**config.mk**
```make
export PLATFORM = sky130hd
export DESIGN_NAME = pp_mode_negotiator
export DESIGN_NICKNAME = d
export VERILOG_FILES = /design/src/rtl/pp_neg_pkg.sv /design/src/rtl/pp_neg_cycle_ctr.sv /design/src/rtl/pp_neg_status_decode.sv /design/src/rtl/pp_neg_pin_map.sv /design/src/rtl/pp_mode_negotiator.sv
export SDC_FILE = /design/constraint.sdc
export NUM_CORES = 1
export LEC_CHECK = 0
export BUFFER_PORTS_ARGS = -buffer_cell sky130_fd_sc_hd__buf_2
export CORE_ASPECT_RATIO = 1.1
export CORE_MARGIN = 3
export CORE_UTILIZATION = 35
export DETAILED_ROUTE_END_ITERATION = 7
export GPL_TIMING_DRIVEN = 0
export RECOVER_POWER = 25
export SYNTH_ARGS = -nofsm -noshare
export SYNTH_HDL_FRONTEND = slang
export SYNTH_SLANG_ARGS = --single-unit
```
**constraint.sdc**
```tcl
create_clock -name clk -period 4.65 [get_ports clk]
set_input_delay 0.465 -clock clk [delete_from_list [all_inputs] [get_ports clk]]
set_output_delay 0.465 -clock clk [all_outputs]
set_load 0.005 [all_outputs]
```
**src/rtl/pp_neg_pkg.sv**
```systemverilog
package pp_neg_pkg;

  typedef enum logic [2:0] {
    ST_IDLE,
    ST_SETUP,
    ST_WAIT_SIG,
    ST_STB_LO,
    ST_WAIT_ACK,
    ST_ACTIVE,
    ST_EXIT
  } neg_state_e;

  localparam logic [1:0] RES_NONE   = 2'b00;
  localparam logic [1:0] RES_LEGACY = 2'b01;
  localparam logic [1:0] RES_ACCEPT = 2'b10;
  localparam logic [1:0] RES_REJECT = 2'b11;

  // request code whose mode is left through the reset line
  localparam logic [7:0] REQ_ADDR_DATA_MODE = 8'h40;

  typedef struct packed {
    logic sel_n;
    logic feed_n;
    logic strobe_n;
    logic init_n;
  } pin_ctl_t;

  localparam pin_ctl_t PINS_IDLE = '{sel_n: 1'b0, feed_n: 1'b1, strobe_n: 1'b1, init_n: 1'b1};

endpackage

```
**src/rtl/pp_neg_cycle_ctr.sv**
```systemverilog
module pp_neg_cycle_ctr #(
  parameter int W = 8
) (
  input  logic         clk,
  input  logic         rst_n,
  input  logic         clear,
  output logic [W-1:0] count
);

  localparam logic [W-1:0] CMAX = {W{1'b1}};

  logic [W-1:0] count_d;
  logic         count_en;

  always_comb begin
    count_en = clear || (count != CMAX);
    count_d  = clear ? '0 : count + 1'b1;
  end

  always_ff @(posedge clk or negedge rst_n) begin
    if (!rst_n)        count <= '0;
    else if (count_en) count <= count_d;
  end

endmodule

```
**src/rtl/pp_neg_status_decode.sv**
```systemverilog
module pp_neg_status_decode (
  input  logic prf_paper,
  input  logic prf_ack_n,
  input  logic prf_fault_n,
  input  logic prf_online,
  output logic sig_present,
  output logic grant,
  output logic ack_high
);

  always_comb begin
    sig_present = prf_paper && !prf_ack_n && prf_fault_n && prf_online;
    grant       = !prf_paper && !prf_fault_n && prf_online;
    ack_high    = prf_ack_n;
  end

endmodule

```
**src/rtl/pp_neg_pin_map.sv**
```systemverilog
module pp_neg_pin_map
  import pp_neg_pkg::*;
(
  input  neg_state_e st,
  input  logic       exit_by_init,
  output pin_ctl_t   ctl
);

  always_comb begin
    ctl = PINS_IDLE;
    unique case (st)
      ST_IDLE, ST_SETUP: ctl = PINS_IDLE;
      ST_WAIT_SIG: begin
        ctl.sel_n  = 1'b1;
        ctl.feed_n = 1'b0;
      end
      ST_STB_LO: begin
        ctl.sel_n    = 1'b1;
        ctl.feed_n   = 1'b0;
        ctl.strobe_n = 1'b0;
      end
      ST_WAIT_ACK, ST_ACTIVE: ctl.sel_n = 1'b1;
      ST_EXIT: begin
        if (exit_by_init) begin
          ctl.sel_n  = 1'b1;
          ctl.init_n = 1'b0;
        end else begin
          ctl.sel_n  = 1'b0;
        end
      end
      default: ctl = PINS_IDLE;
    endcase
  end

endmodule

```
**src/rtl/pp_mode_negotiator.sv**
```systemverilog
module pp_mode_negotiator
  import pp_neg_pkg::*;
#(
  parameter int SETUP_CYC   = 4,
  parameter int STROBE_CYC  = 3,
  parameter int TIMEOUT_CYC = 64
) (
  input  logic       clk,
  input  logic       rst_n,
  input  logic       start,
  input  logic [7:0] req_code,
  input  logic       exit_req,
  output logic       done,
  output logic [1:0] result,
  output logic       mode_active,
  output logic [7:0] lnk_data,
  output logic       lnk_sel_n,
  output logic       lnk_feed_n,
  output logic       lnk_strobe_n,
  output logic       lnk_init_n,
  input  logic       prf_paper,
  input  logic       prf_ack_n,
  input  logic       prf_fault_n,
  input  logic       prf_online
);

  localparam int MAX_A = (SETUP_CYC > STROBE_CYC) ? SETUP_CYC : STROBE_CYC;
  localparam int MAXC  = (TIMEOUT_CYC > MAX_A) ? TIMEOUT_CYC : MAX_A;
  localparam int CW    = $clog2(MAXC + 1);
  localparam logic [CW-1:0] SETUP_LAST = CW'(SETUP_CYC - 1);
  localparam logic [CW-1:0] STB_LAST   = CW'(STROBE_CYC - 1);
  localparam logic [CW-1:0] TMO_LAST   = CW'(TIMEOUT_CYC - 1);

  neg_state_e state_q, state_d;
  logic [7:0] code_q, code_d;
  logic       code_en;
  logic [1:0] res_q, res_d;
  logic       decide;
  logic       done_q;
  logic       active_q;
  pin_ctl_t   pins_q, pins_d;
  logic [CW-1:0] cnt;
  logic       sig_present, grant, ack_high;

  pp_neg_cycle_ctr #(.W(CW)) u_ctr (
    .clk   (clk),
    .rst_n (rst_n),
    .clear (state_d != state_q),
    .count (cnt)
  );

  pp_neg_status_decode u_dec (
    .prf_paper   (prf_paper),
    .prf_ack_n   (prf_ack_n),
    .prf_fault_n (prf_fault_n),
    .prf_online  (prf_online),
    .sig_present (sig_present),
    .grant       (grant),
    .ack_high    (ack_high)
  );

  pp_neg_pin_map u_map (
    .st           (state_d),
    .exit_by_init (code_q == REQ_ADDR_DATA_MODE),
    .ctl          (pins_d)
  );

  // next-state
  always_comb begin
    state_d = state_q;
    code_d  = req_code;
    code_en = 1'b0;
    res_d   = res_q;
    decide  = 1'b0;
    unique case (state_q)
      ST_IDLE: if (start) begin
        code_en = 1'b1;
        state_d = ST_SETUP;
      end
      ST_SETUP: if (cnt == SETUP_LAST) state_d = ST_WAIT_SIG;
      ST_WAIT_SIG: begin
        if (sig_present && cnt >= SETUP_LAST) begin
          state_d = ST_STB_LO;
        end else if (cnt >= TMO_LAST) begin
          decide  = 1'b1;
          res_d   = RES_LEGACY;
          state_d = ST_IDLE;
        end
      end
      ST_STB_LO: if (cnt == STB_LAST) state_d = ST_WAIT_ACK;
      ST_WAIT_ACK: begin
        if (ack_high) begin
          decide  = 1'b1;
          res_d   = grant ? RES_ACCEPT : RES_REJECT;
          state_d = grant ? ST_ACTIVE : ST_IDLE;
        end else if (cnt >= TMO_LAST) begin
          decide  = 1'b1;
          res_d   = RES_LEGACY;
          state_d = ST_IDLE;
        end
      end
      ST_ACTIVE: if (exit_req) state_d = ST_EXIT;
      ST_EXIT:   if (cnt == SETUP_LAST) state_d = ST_IDLE;
      default:   state_d = ST_IDLE;
    endcase
  end

  // registers
  always_ff @(posedge clk or negedge rst_n) begin
    if (!rst_n) begin
      state_q  <= ST_IDLE;
      code_q   <= '0;
      res_q    <= RES_NONE;
      done_q   <= 1'b0;
      active_q <= 1'b0;
      pins_q   <= PINS_IDLE;
    end else begin
      state_q  <= state_d;
      if (code_en) code_q <= code_d;
      if (decide)  res_q  <= res_d;
      done_q   <= decide;
      active_q <= (state_d == ST_ACTIVE);
      pins_q   <= pins_d;
    end
  end

  assign done         = done_q;
  assign result       = res_q;
  assign mode_active  = active_q;
  assign lnk_data     = code_q;
  assign lnk_sel_n    = pins_q.sel_n;
  assign lnk_feed_n   = pins_q.feed_n;
  assign lnk_strobe_n = pins_q.strobe_n;
  assign lnk_init_n   = pins_q.init_n;

  // assertions
  AST_STROBE_AFTER_SIG: assert property (@(posedge clk) disable iff (!rst_n)
    $fell(lnk_strobe_n) |-> $past(prf_paper && !prf_ack_n && prf_fault_n && prf_online));
  AST_STROBE_CTL: assert property (@(posedge clk) disable iff (!rst_n)
    !lnk_strobe_n |-> (lnk_sel_n && !lnk_feed_n && $stable(lnk_data)));
  AST_ACCEPT_AFTER_ACK: assert property (@(posedge clk) disable iff (!rst_n)
    (done && result == RES_ACCEPT) |-> ($past(prf_ack_n) && mode_active));
  AST_REJECT_IDLE: assert property (@(posedge clk) disable iff (!rst_n)
    (done && result == RES_REJECT) |-> (!lnk_sel_n && !mode_active));
  AST_DONE_ONE_CYCLE: assert property (@(posedge clk) disable iff (!rst_n)
    done |=> !done);
  AST_DONE_HAS_RESULT: assert property (@(posedge clk) disable iff (!rst_n)
    done |-> (result != RES_NONE));
  AST_INIT_EXIT_ONLY: assert property (@(posedge clk) disable iff (!rst_n)
    !lnk_init_n |-> (lnk_sel_n && !mode_active));

endmodule

```
# After elaboration in Yosys (flattened, before gate mapping)
# Cells that the tools add are included.
word_totals:
  word_cells: 73
  regBits: 26
op_classes:
  n_addsub: 1
  order_cmp: 2
  eq_ne: 17
  reduce_logical: 15
  muxes: 28
op_table:
  columns: ["op", "count"]
  rows:
  - ["2-to-1 mux 3 bit", 9]
  - ["case mux 3 bit (7 select lines)", 1]
  - ["equality test 3 bit (second input constant)", 6]
  - ["equality test 7 x 2 -> 1 bit (second input constant)", 2]
  - ["equality test 3 x 2 -> 1 bit (second input constant)", 4]
  - ["2-to-1 mux 1 bit", 11]
  - ["equality test 8 x 7 -> 1 bit (second input constant)", 1]
  - ["adder 7 x 1 -> 7 bit (second input constant)", 1]
  - ["greater-or-equal comparator 7 x 2 -> 1 bit (second input constant)", 1]
  - ["greater-or-equal comparator 7 x 6 -> 1 bit (second input constant)", 1]
  - ["2-to-1 mux 7 bit", 1]
  - ["!= test 7 bit (second input constant)", 1]
  - ["logical AND 1 bit", 6]
  - ["2-to-1 mux 2 bit", 3]
  - ["case mux 1 bit (2 select lines)", 2]
  - ["case mux 2 bit (2 select lines)", 1]
  - ["OR reduction 4 bit", 1]
  - ["equality test 3 x 1 -> 1 bit (second input constant)", 1]
  - ["logical NOT 1 bit", 3]
  - ["logical NOT 3 bit", 1]
  - ["!= test 3 bit", 1]
  - ["AND reduction 3 bit", 1]
  - ["!= test 2 bit (second input constant)", 1]
  - ["nonzero test 2 bit", 1]
  - ["2 further kinds", 2]

# Longest topological paths before layout
# Gate-level depths: netlist of run 1.
depth:
  depth_word: 10
  ltp_mapped: 8
  depth_no_buf: 7

# Hierarchy
# Synthesis of run 1 repeated with hierarchy kept, for this count alone.
unflattened:
  cells_unflattened: 121
  hier_area_um2: 1385.1
modules_own_cells:
  columns: ["module", "cells_per_inst", "area_each_um2", "instances", "seq_area_each_um2"]
  rows:
  - ["pp_mode_negotiator", 78, 955.9, 1, 479.2]
  - ["pp_neg_cycle_ctr", 33, 349.1, 1, 175.2]
  - ["pp_neg_pin_map", 7, 55.1, 1, 0.0]
  - ["pp_neg_status_decode", 3, 25.0, 1, 0.0]

# Worst setup path after synthesis of run 1
# No wires, ideal clock.
synth_timing:
  path_type: "register -> register"
  start: "register u_ctr.count[1]"
  end: "register u_ctr.count[6]"
  arrival_time_ps: 1998
  stages_incl_launch_ff: 9
  t_required_ps: 4570
  setup_ps: 80
  path_slack_ps: 2572
  n_path_buf: 1
  synth_period_minus_slack_ps: 2078
  path_cell_list: "dfrtp_1 > ha_1 > clkbuf_2 > a21o_1 > a31o_4 > o41ai_2 > a311oi_1 > a311o_2 > nor3b_2"
synth_via:
  elab_chain_len: 6
  word_cells_on_any_way: 17
synth_rtl:
  columns: ["item", "line_no", "source"]
  rows:
  - ["start, declared", "pp_neg_cycle_ctr.sv:7", "output logic [W-1:0] count"]
  - ["start signal, assigned", "pp_neg_cycle_ctr.sv:22", "else if (count_en) count <= count_d;"]
  - ["greater-or-equal comparator 7 x 6 -> 1 bit / greater-or-equal comparator 7 x 2 -> 1 bit (equally long branches)", "pp_mode_negotiator.sv:84, pp_mode_negotiator.sv:96, pp_mode_negotiator.sv:82", null]
  - ["2-to-1 mux 3 bit / logical AND 1 bit (equally long branches)", "pp_mode_negotiator.sv:84, pp_mode_negotiator.sv:96, pp_mode_negotiator.sv:82", null]
  - ["2-to-1 mux 3 bit, on equally long branches", "pp_mode_negotiator.sv:92, pp_mode_negotiator.sv:82", null]
  - ["case mux 3 bit (7 select lines)", "pp_mode_negotiator.sv:75", "unique case (state_q)"]
  - ["!= test 3 bit", "pp_mode_negotiator.sv:48", ".clear (state_d != state_q),"]
  - ["2-to-1 mux 7 bit / logical OR 1 bit (equally long branches)", "pp_neg_cycle_ctr.sv:17, pp_neg_cycle_ctr.sv:16", null]
# Parallel ways exist; a longest one is shown, timed or not.
# A chain may end at the register's enable or synchronous reset.

# Final worst setup path of run 1
layout_timing:
  start: "register u_ctr.count[0]"
  end: "register u_ctr.count[6]"
# The elaborated chain is that of the path after synthesis.

==> out/results.ini, run 1 <==
[grt]
antenna_found_initial=0
grt_pass1_wl_mm=5.15
grt_max_degree=27
grt_overflow_total=0
track_usage=0.137
grt_pass1_vias=1143

[floorplanning]
die_y_um=72.6
rows=23
die-area_um2=4830
die_x_um=66.5
core_area_um2=3770
start_util=0.374
ios=32

[routing]
wl_mm=3.05
via_per_inst=5.26
wire_per_inst_um=13.7
drt_iter0_drc=73
ant_nets=0
firstDrtPassIters=4
vias=1174
drc_errors=0

[clock_network]
cts_inserted_buffers=3
post-cts-setup-buffers=0
cts_root_buf=clkbuf_8
clock_latency_ns=0.27
clkSinkCount=26
clkTransAtPathRegs_ns=0.09
cts_max_path_buffers=2
hold_buffers=0
tritoncts=yes
cts_resized=0
htree_levels=1

[sta]
post-route-worst-setup-slack_ns=2.32
grt_setup_unrepaired=no
period_share=0.500
tns_ns=0
fmax_mhz=430
fin_crit_ns=2.33
drv_slew=0
hold_violations=0
finalSetupViolCount=0
worst_slew_pin_slew_ns=1.41
max_slew_margin=0.0572
fin_worst_skew_ns=0.00234

[hold_path]
hp-class=in2reg

[layout]
final_cell_area_um2=1700
final_nets=192
drive_gt1_frac=0.353
antenna-diode-count=0
area_growth_pct=20.4
final_core_util=0.451

[setup_path]
r2r-end=u_ctr.count[6]
critPathMaxFanout=10
r2r-start=u_ctr.count[0]
reg2regPathDepth=8
worst_setup_path_start_kind=flip-flop
crit_path_end=u_ctr.count[6]
crit_path_max_incr_delay_ns=0.45
worst-path-buf-inv=1
crit_path_end_kind=flip-flop
slowest_stage=dfrtp_1
cp.depth=8
arrival_ns=2.53
worstPathCellList=ha_1 > clkbuf_2 > a21o_1 > a31o_4 > o41ai_2 > a311oi_1 > a311o_2 > nor3b_2
r2r_setup_slack_ns=2.32
crit_required_ns=4.85
crit_start=u_ctr.count[0]
cp_top_family=compound AO/OA/AOI/OAI gates
crit_type=reg2reg

[pwr]
ir_drop_v=0.000303
p_leak_nw=0.768
total_power_w=0.00106
power_density_nw_per_um2=627

[logic_synthesis]
syn_area_per_cell_um2=10.2
synth_top_area_frac=0.408
synth_enable_flop_cells=0
synth_area_leaders=dfrtp_1, mux2_2, dfstp_2, nor2_1, nand2_1
ys_seq_area_frac=0.464
ys_types=50
syn_nets=156
synth_ff_type=dfrtp_1
async_flop_share=1.00
netlist_area_um2=1410
yosysMostFrequentCell=dfrtp_1
synth_seq_cells=26
yosysTopAreaCell=dfrtp_1
ys_warn_count=0
synth_common_cells=dfrtp_1, nor2_1, nand2_1
synth_cells=138

[place]
io_buffers=31
place.gp.congestion=0.832
dp_slack_ns=2.35
placed_cell_area_um2=1630
dp_hpwl_mm=2.26

[status]
outcome=complete, no violations

[flow_run]
cap_violations=0

==> layout by cell type, fill, tap and decap left out, types with 2 or more instances in the layout <==
cell	synthesis	final
ha_1	2	2
clkbuf_2	2	2
nand2_1	13	13
o211ai_1	2	2
dfstp_2	3	3
dfrtp_1	23	23
clkbuf_8	0	3
a311oi_1	2	2
clkbuf_1	2	3
o21ai_0	2	2
a31oi_1	5	5
nand4_1	4	4
mux2_2	9	9
nor3_2	2	2
inv_1	5	5
a21oi_1	6	6
xnor2_1	2	2
and2_1	3	3
and3_1	3	3
nand2b_1	3	3
buf_2	1	31
nor2_1	15	15
==> metrics by stage <==
step           hold WS (ns)  cells
6_report              0.421    223
5_1_grt               0.410    223
4_1_cts               0.203    223
3_5_place_dp          0.485    219
3_3_place_gp          0.473    219
2_1_floorplan         0.169    138
==> kinds of logic (layout without fill, tap and decap cells) <==
kind of cell,after synthesis,after routing,share of synthesized area
buffers and inverters,12,47,0.0426
adder cells (fa/ha/maj),2,2,0.0177
multiplexers,9,9,0.0718
AND/OR/NAND/NOR,55,55,0.213
AO/OA/AOI/OAI,31,31,0.173
flip-flops,26,26,0.464
XOR/XNOR,3,3,0.0186
==> worst min path at each step <==
stage	start	to	slack, ns	cells after the start
2_1_floorplan	rst_n	done	0.17	0
3_3_place_gp	result[0]	result[0]	0.47	1
3_5_place_dp	result[1]	result[1]	0.48	1
4_1_cts	rst_n	u_ctr.count[1]	0.20	1
5_1_grt	req_code[3]	lnk_data[3]	0.41	2
6_report	req_code[2]	lnk_data[2]	0.42	2
==> flip-flops by register name, summed over array words and instances (netlist names) <==
signal        count
lnk_feed_n        1
lnk_strobe_n      1
lnk_sel_n         1
mode_active       1
done              1
lnk_init_n        1
lnk_data          8
u_ctr.count       7
result            2
state_q           3
==> where the power goes <==
group / switching, W / total, W / internal [W]
Combinational: 0.000274 / 0.000495 / 0.000221
Sequential: 0.0000643 / 0.000382 / 0.000318
Clock: 0.0000727 / 0.000188 / 0.000115
==> metal layers <==
metal,vias up,track usage,routed length [um]
li1,572,-,-
met1,570,0.186,1420
met2,28,0.226,1480
met3,4,0.0293,127
met4,0,0.0293,29
met5,-,0,0
==> layout make-up <==
| type | instances | area [um2] |
|---|---|---|
| buffer | 7 | 41.3 |
| clock buffer | 3 | 41.3 |
| clock inverter | 1 | 30.0 |
| fill | 384 | 2070 |
| inverter | 5 | 18.8 |
| multi-input combinational | 100 | 697 |
| sequential | 26 | 654 |
| tap | 50 | 62.6 |
| timing repair buffer | 31 | 154 |
Note: power is estimated with default switching activity, not from simulation.
==> run 2: changes to the inputs <==
--- a/config.mk
+++ b/config.mk
@@ -5,6 +5,7 @@
 export SDC_FILE = /design/constraint.sdc
 export NUM_CORES = 1
 export LEC_CHECK = 0
+export ABC_AREA = 1
 export BUFFER_PORTS_ARGS = -buffer_cell sky130_fd_sc_hd__buf_2
 export CORE_ASPECT_RATIO = 1.1
 export CORE_MARGIN = 3
==> constraint.sdc (replaced) <==
create_clock -name clk -period 2.3 [get_ports clk]
set_input_delay 0.23 -clock clk [delete_from_list [all_inputs] [get_ports clk]]
set_output_delay 0.23 -clock clk [all_outputs]
set_load 0.005 [all_outputs]
==> run 2 against run 1 <==
- global-route usage shrank 2.1 points
- clock skew grew 0.0039 ns
- total power grew 59%
- sequential power grew 89%
- die area shrank 3.2%
- synthesized cell count grew 19%
- core utilization shrank 0.44 points
- area after synthesis shrank 3.5%
- register-to-register slack lost 1.8 ns
- critical path type unchanged
- clock power grew 52%
- routed wire length shrank 17%
- largest cell class is now registers
==> out/results.ini, run 2 <==
[hold_path]
worstHoldEndpoint=lnk_data[7]
hold_start=req_code[7]
holdPathStages=2  ; unchanged
hp-class=in2reg

[setup_path]
r2r-start=u_ctr.count[1]
arrival_ns=1.95  ; -0.58 ns
r2r-end=u_ctr.count[6]
r2r_setup_slack_ns=0.51  ; -1.81 ns
crit_required_ns=2.46  ; -2.39 ns
worst_setup_path_start_kind=flip-flop
critPathMaxFanout=7  ; -3
crit_type=reg2reg
reg2regPathDepth=12  ; +4
crit_path_end_kind=flip-flop

[routing]
wl_mm=2.52  ; -17%
ant_nets=0  ; unchanged
firstDrtPassIters=4  ; unchanged
drt_iter0_drc=28  ; -62%
via_per_inst=4.40  ; -16%
drc_errors=0  ; unchanged
vias=1101  ; -6.2%
wire_per_inst_um=10.1  ; -26%

[floorplanning]
start_util=0.370  ; -0.00447
die_x_um=65.5  ; -1.6%
ios=32  ; unchanged
die-area_um2=4680  ; -3.2%
core_area_um2=3680  ; -2.3%
die_y_um=71.4  ; -1.6%
rows=23  ; unchanged

[place]
dp_slack_ns=0.494  ; -1.86 ns
dp.cells=245  ; +12%
dp_hpwl_mm=2.08  ; -8.1%
place.gp.congestion=0.788  ; -5.3%
placed_cell_area_um2=1580  ; -3.0%
io_buffers=31  ; unchanged

[logic_synthesis]
syn_area_per_cell_um2=8.31  ; -19%
ys_warn_count=0  ; unchanged
synth_area_leaders=dfrtp_1, nand2_1, nor2_1, dfstp_2, mux2_2
ys_seq_area_frac=0.480  ; +0.0166
syn_nets=182  ; +17%
synth_ff_type=dfrtp_1
synth_top_area_frac=0.422  ; +0.0146
yosysMostFrequentCell=nand2_1
synth_common_cells=nand2_1, nor2_1, dfrtp_1
ys_types=23  ; -54%
netlist_area_um2=1360  ; -3.5%
synth_cells=164  ; +19%
yosysTopAreaCell=dfrtp_1
synth_enable_flop_cells=0  ; unchanged
async_flop_share=1.00  ; unchanged
synth_seq_cells=26  ; unchanged

[grt]
grt_max_degree=27  ; unchanged
grt_pass1_wl_mm=4.45  ; -14%
antenna_found_initial=0  ; unchanged
grt_pass1_vias=1046  ; -8.5%
grt_overflow_total=0  ; unchanged
track_usage=0.116  ; -0.0208

[sta]
fmax_mhz=559  ; +30%
drv_slew=0  ; unchanged
grt_setup_unrepaired=no
hold_violations=0  ; unchanged
worst_slew_pin_slew_ns=1.33  ; -0.0878 ns
finalSetupViolCount=0  ; unchanged
tns_ns=0  ; unchanged
max_slew_margin=0.116  ; +0.0585
fin_crit_ns=1.79  ; -0.536 ns
fin_worst_skew_ns=0.00621  ; +0.00387 ns
whs_ns=0.195  ; -0.226 ns
post-route-worst-setup-slack_ns=0.510  ; -1.81 ns
period_share=0.778  ; +0.278

[flow_run]
cap_violations=0  ; unchanged

[clock_network]
htree_levels=1  ; unchanged
cts_root_buf=clkbuf_8
tritoncts=yes
cts_max_path_buffers=2  ; unchanged
clkTransAtPathRegs_ns=0.09  ; about the same
clock_latency_ns=0.26  ; about the same
post-cts-setup-buffers=0  ; unchanged
cts_inserted_buffers=3  ; unchanged
clkSinkCount=26  ; unchanged

[layout]
final_nets=219  ; +14%
final_cell_area_um2=1640  ; -3.2%
layout_common_cells=nand2_1, buf_2, nor2_1
largest_reg_flops=8  ; unchanged
fin_cells=250  ; +12%
antenna-diode-count=0  ; unchanged
nFillCells=395  ; +2.9%
drive_gt1_frac=0.280  ; -0.0726
regArea_um2=654  ; unchanged
area_growth_pct=20.7
multiInputGateArea_um2=633  ; -9.2%
final_common_cell=nand2_1

[pwr]
p_leak_nw=0.850  ; +11%
power_density_nw_per_um2=1030  ; +64%
ir_drop_v=0.000309  ; +1.7%

[status]
outcome=complete, no violations

==> run 2: changes by cell type after synthesis, moves of 3 or more <==
| cell | before | now |
|---|---|---|
| nor2_2 | 0 | 3 |
| inv_1 | 5 | 19 |
| a21oi_1 | 6 | 1 |
| and3_1 | 3 | 0 |
| nand3_1 | 1 | 13 |
| xor2_1 | 1 | 4 |
| nand2_1 | 13 | 43 |
| and2_1 | 3 | 0 |
| nor2_1 | 15 | 26 |
| nand3_2 | 0 | 4 |
| a31oi_1 | 5 | 1 |
| nand2b_1 | 3 | 0 |
==> run 2: worst max-delay path by stage <==
stage	startpoint	to	slack, ns	cells after the start
after floorplan	u_ctr.count[1]	u_ctr.count[6]	0.73	12
after global placement	u_ctr.count[1]	u_ctr.count[6]	0.50	12
after detailed placement	u_ctr.count[1]	u_ctr.count[6]	0.49	12
after CTS	u_ctr.count[1]	u_ctr.count[6]	0.49	12
after global routing	u_ctr.count[1]	u_ctr.count[6]	0.30	12
final	u_ctr.count[1]	u_ctr.count[6]	0.51	12
==> run 2: layout make-up <==
type | count | area share
clock buffers | 4 | 0.0335
inverters | 20 | 0.0457
multi-input cells | 118 | 0.385
flip-flops and latches | 26 | 0.398
well taps | 50 | 0.0381
repair buffers | 32 | 0.0997
==> run 2: cells by family after synthesis <==
group,share of synthesized area
compound gates,0.0312
xor+xnor,0.0257
fa+ha+maj,0.0184
buf+inv,0.0551
flops,0.480
mux,0.0579
simple gates,0.331
==> run 2: what timing repair did <==
action	CTS	global route
hold buffers	1	0
resized for setup	0	0
endpoints found under the hold margin	23	0
==> run 2: through the flow <==
step	total power, W	utilization
final	0.00169	0.446
after global routing	0.00184	0.446
after CTS	0.00172	0.447
after detailed placement	0.00143	0.429
after global placement	0.00142	0.429
after floorplan	0.00119	-
==> run 2: where the power goes <==
group / total [W] / internal, W / switching (W)
registers: 0.000722 / 0.000615 / 0.000107
logic: 0.000681 / 0.000307 / 0.000373
clock network: 0.000286 / 0.000153 / 0.000133
total: 0.00169 / 0.00107 / 0.000613
==> run 2: critical path, cell delays in order (launching register included) <==
cell	delay, ns
dfrtp_1	0.40
ha_1	0.24
inv_1	0.06
nor2_1	0.13
nand2_1	0.09
nand2_1	0.10
nand2_1	0.08
nor2_2	0.16
nand3_2	0.12
nand2_1	0.08
nand2_1	0.08
nand3_4	0.11
nor2_1	0.05
==> run 2: routing by layer <==
metal,GRT usage,vias up,routed length (um)
met3,0.0188,4,67
met1,0.163,493,1160
met5,0,-,0
met2,0.192,10,1270
li1,-,594,-
met4,0.0207,0,19
==> run 3: changes to the inputs <==
==> constraint.sdc (replaced) <==
create_clock -name clk -period 1.62 [get_ports clk]
set_input_delay 0.162 -clock clk [delete_from_list [all_inputs] [get_ports clk]]
set_output_delay 0.162 -clock clk [all_outputs]
set_load 0.005 [all_outputs]
==> run 3 against run 2 <==
- the flow now finishes with violations (setup timing)
- final cell count grew 5.6%
- largest cell class is now multi-input combinational cells
- clock power grew 43%
- flip-flop and latch count stayed put
- combinational power is 94% higher
- die area did not move
- global-route usage increased by 0.39 points
- sequential power increased by 47%
==> out/results.ini, run 3 (synthesized netlist as in run 2, its figures left out) <==
[status]
outcome=complete, but fails checks
violations=setup timing

[layout]
layout_common_cells=buf_2, nand2_1, dfrtp_1
area_growth_pct=43.7
final_common_cell=buf_2
largest_reg_flops=8  ; unchanged
final_nets=233  ; +6.4%
regArea_um2=662  ; +1.1%
multiInputGateArea_um2=822  ; +30%
drive_gt1_frac=0.547  ; +0.267
nFillCells=351  ; -11%
antenna-diode-count=0  ; unchanged

[setup_path]
critPathMaxFanout=7  ; unchanged
crit_required_ns=1.82  ; -0.64 ns
arrival_ns=1.88  ; -0.07 ns
crit_type=reg2reg
r2r_setup_slack_ns=-0.05  ; -0.56 ns
worst_setup_path_start_kind=flip-flop
crit_path_end_kind=flip-flop

[sta]
fmax_mhz=598  ; +7.0%
fin_crit_ns=1.67  ; -0.117 ns
fin_worst_skew_ns=0.00643  ; +0.000220 ns
worst_slew_pin_slew_ns=0.612  ; -0.714 ns
hold_violations=0  ; unchanged
drv_slew=0  ; unchanged
max_slew_margin=0.592  ; +0.476
finalSetupViolCount=7  ; +7
whs_ns=0.126  ; -0.0696 ns
post-route-worst-setup-slack_ns=-0.0528  ; -0.563 ns
grt_setup_unrepaired=yes
period_share=1.03  ; +0.254
tns_ns=-0.277  ; -0.277 ns

[clock_network]
clkTransAtPathRegs_ns=0.09  ; about the same
clock_latency_ns=0.27  ; about the same
cts_inserted_buffers=3  ; unchanged
htree_levels=1  ; unchanged
cts_root_buf=clkbuf_8
tritoncts=yes
cts_max_path_buffers=2  ; unchanged
clkSinkCount=26  ; unchanged

[routing]
via_per_inst=4.61  ; +4.8%
drt_iter0_drc=38  ; +36%
drc_errors=0  ; unchanged
ant_nets=0  ; unchanged
wire_per_inst_um=11.3  ; +12%
vias=1218  ; +11%
firstDrtPassIters=4  ; unchanged
wl_mm=2.97  ; +18%

[pwr]
netSwitchingFraction=0.380  ; +0.0169
intPower_w=0.00173  ; +61%
power_density_nw_per_um2=1420  ; +39%
power_frac_seq=0.380  ; -0.047
ir_drop_v=0.000522  ; +69%
p_switching_w=0.00106  ; +73%
total_power_w=0.00279  ; +65%
clockPowerShare=0.146  ; -0.023
p_leak_nw=0.945  ; +11%
share_comb_of_total_power=0.474  ; +0.071

[place]
dp_slack_ns=-0.186  ; -0.680 ns
place.gp.congestion=0.788  ; unchanged
dp_hpwl_mm=2.08  ; unchanged
io_buffers=31  ; unchanged

[flow_run]
cap_violations=0  ; unchanged

[floorplanning]
die_y_um=71.4  ; unchanged
core_area_um2=3680  ; unchanged
start_util=0.370  ; unchanged
rows=23  ; unchanged
die-area_um2=4680  ; unchanged
die_x_um=65.5  ; unchanged
ios=32  ; unchanged

[grt]
antenna_found_initial=0  ; unchanged
grt_pass1_vias=1083  ; +3.5%
track_usage=0.120  ; +0.00394
grt_max_degree=27  ; unchanged
grt_pass1_wl_mm=4.57  ; +2.6%
grt_overflow_total=0  ; unchanged

[hold_path]
hp-class=in2reg

[run 3: final cells by class]
type,instances,share of cell area
inverter,20,0.0383
tap,50,0.0319
sequential,26,0.338
multi-input combinational,118,0.420
clock buffer,4,0.0281
timing repair buffer,46,0.144
[run 3: path summary, 6_finish.rpt]
path	start	to	depth (start not counted)
setup / recovery	state_q[0]	u_ctr.count[3]	10
hold reg to reg	result[1]	result[1]	2
max in group asynchronous	rst_n	u_ctr.count[0]	2
setup reg to reg	state_q[0]	u_ctr.count[3]	10
hold / removal	req_code[7]	lnk_data[7]	2
min in group asynchronous	rst_n	result[1]	2
[run 3: power by group through the flow]
stage	Clock, W	Combinational, W	Sequential [W]
after floorplan	0	0.000654	0.00103
after global routing	0.000445	0.00146	0.00109
after CTS	0.000420	0.00114	0.00104
after detailed placement	0	0.000986	0.00104
after global placement	0	0.000975	0.00104
final	0.000408	0.00132	0.00106
[run 3: through the flow]
stage	std cells	utilization	instance area, um2
after floorplan	164	-	1360
after global placement	245	0.429	1580
after detailed placement	245	0.429	1580
after CTS	257	0.481	1770
after global routing	264	0.532	1960
final	264	0.532	1960
[run 3: metal layers]
metal  vias to the layer above  share of wire  global-route usage
met4                         0         0.0077              0.0207
met1                       572           0.42               0.159
li1                        626              -                   -
met3                         4          0.027              0.0188
met5                         -              0                   0
met2                        16           0.54               0.210
[run 3: critical path, stage by stage, from the launching register on]
cell and delay, ns:
dfrtp_2 0.45, inv_1 0.11, nor3_1 0.27, nand3_1 0.11, nand2_1 0.13, nor2_4 0.07, nand3_4 0.09, nand2_2 0.06
nand2_2 0.08, nand3_4 0.13, nor2_1 0.12
[run 3: repair_timing]
| action | in CTS | in global routing |
|---|---|---|
| cloned | 0 | 0 |
| hold buffers | 1 | 0 |
| pin swaps | 7 | 23 |
| buffers inserted | 7 | 7 |
| endpoints found under the hold margin | 23 | 0 |
| endpoints found under the setup margin | 9 | 11 |
| gates resized for setup | 24 | 40 |
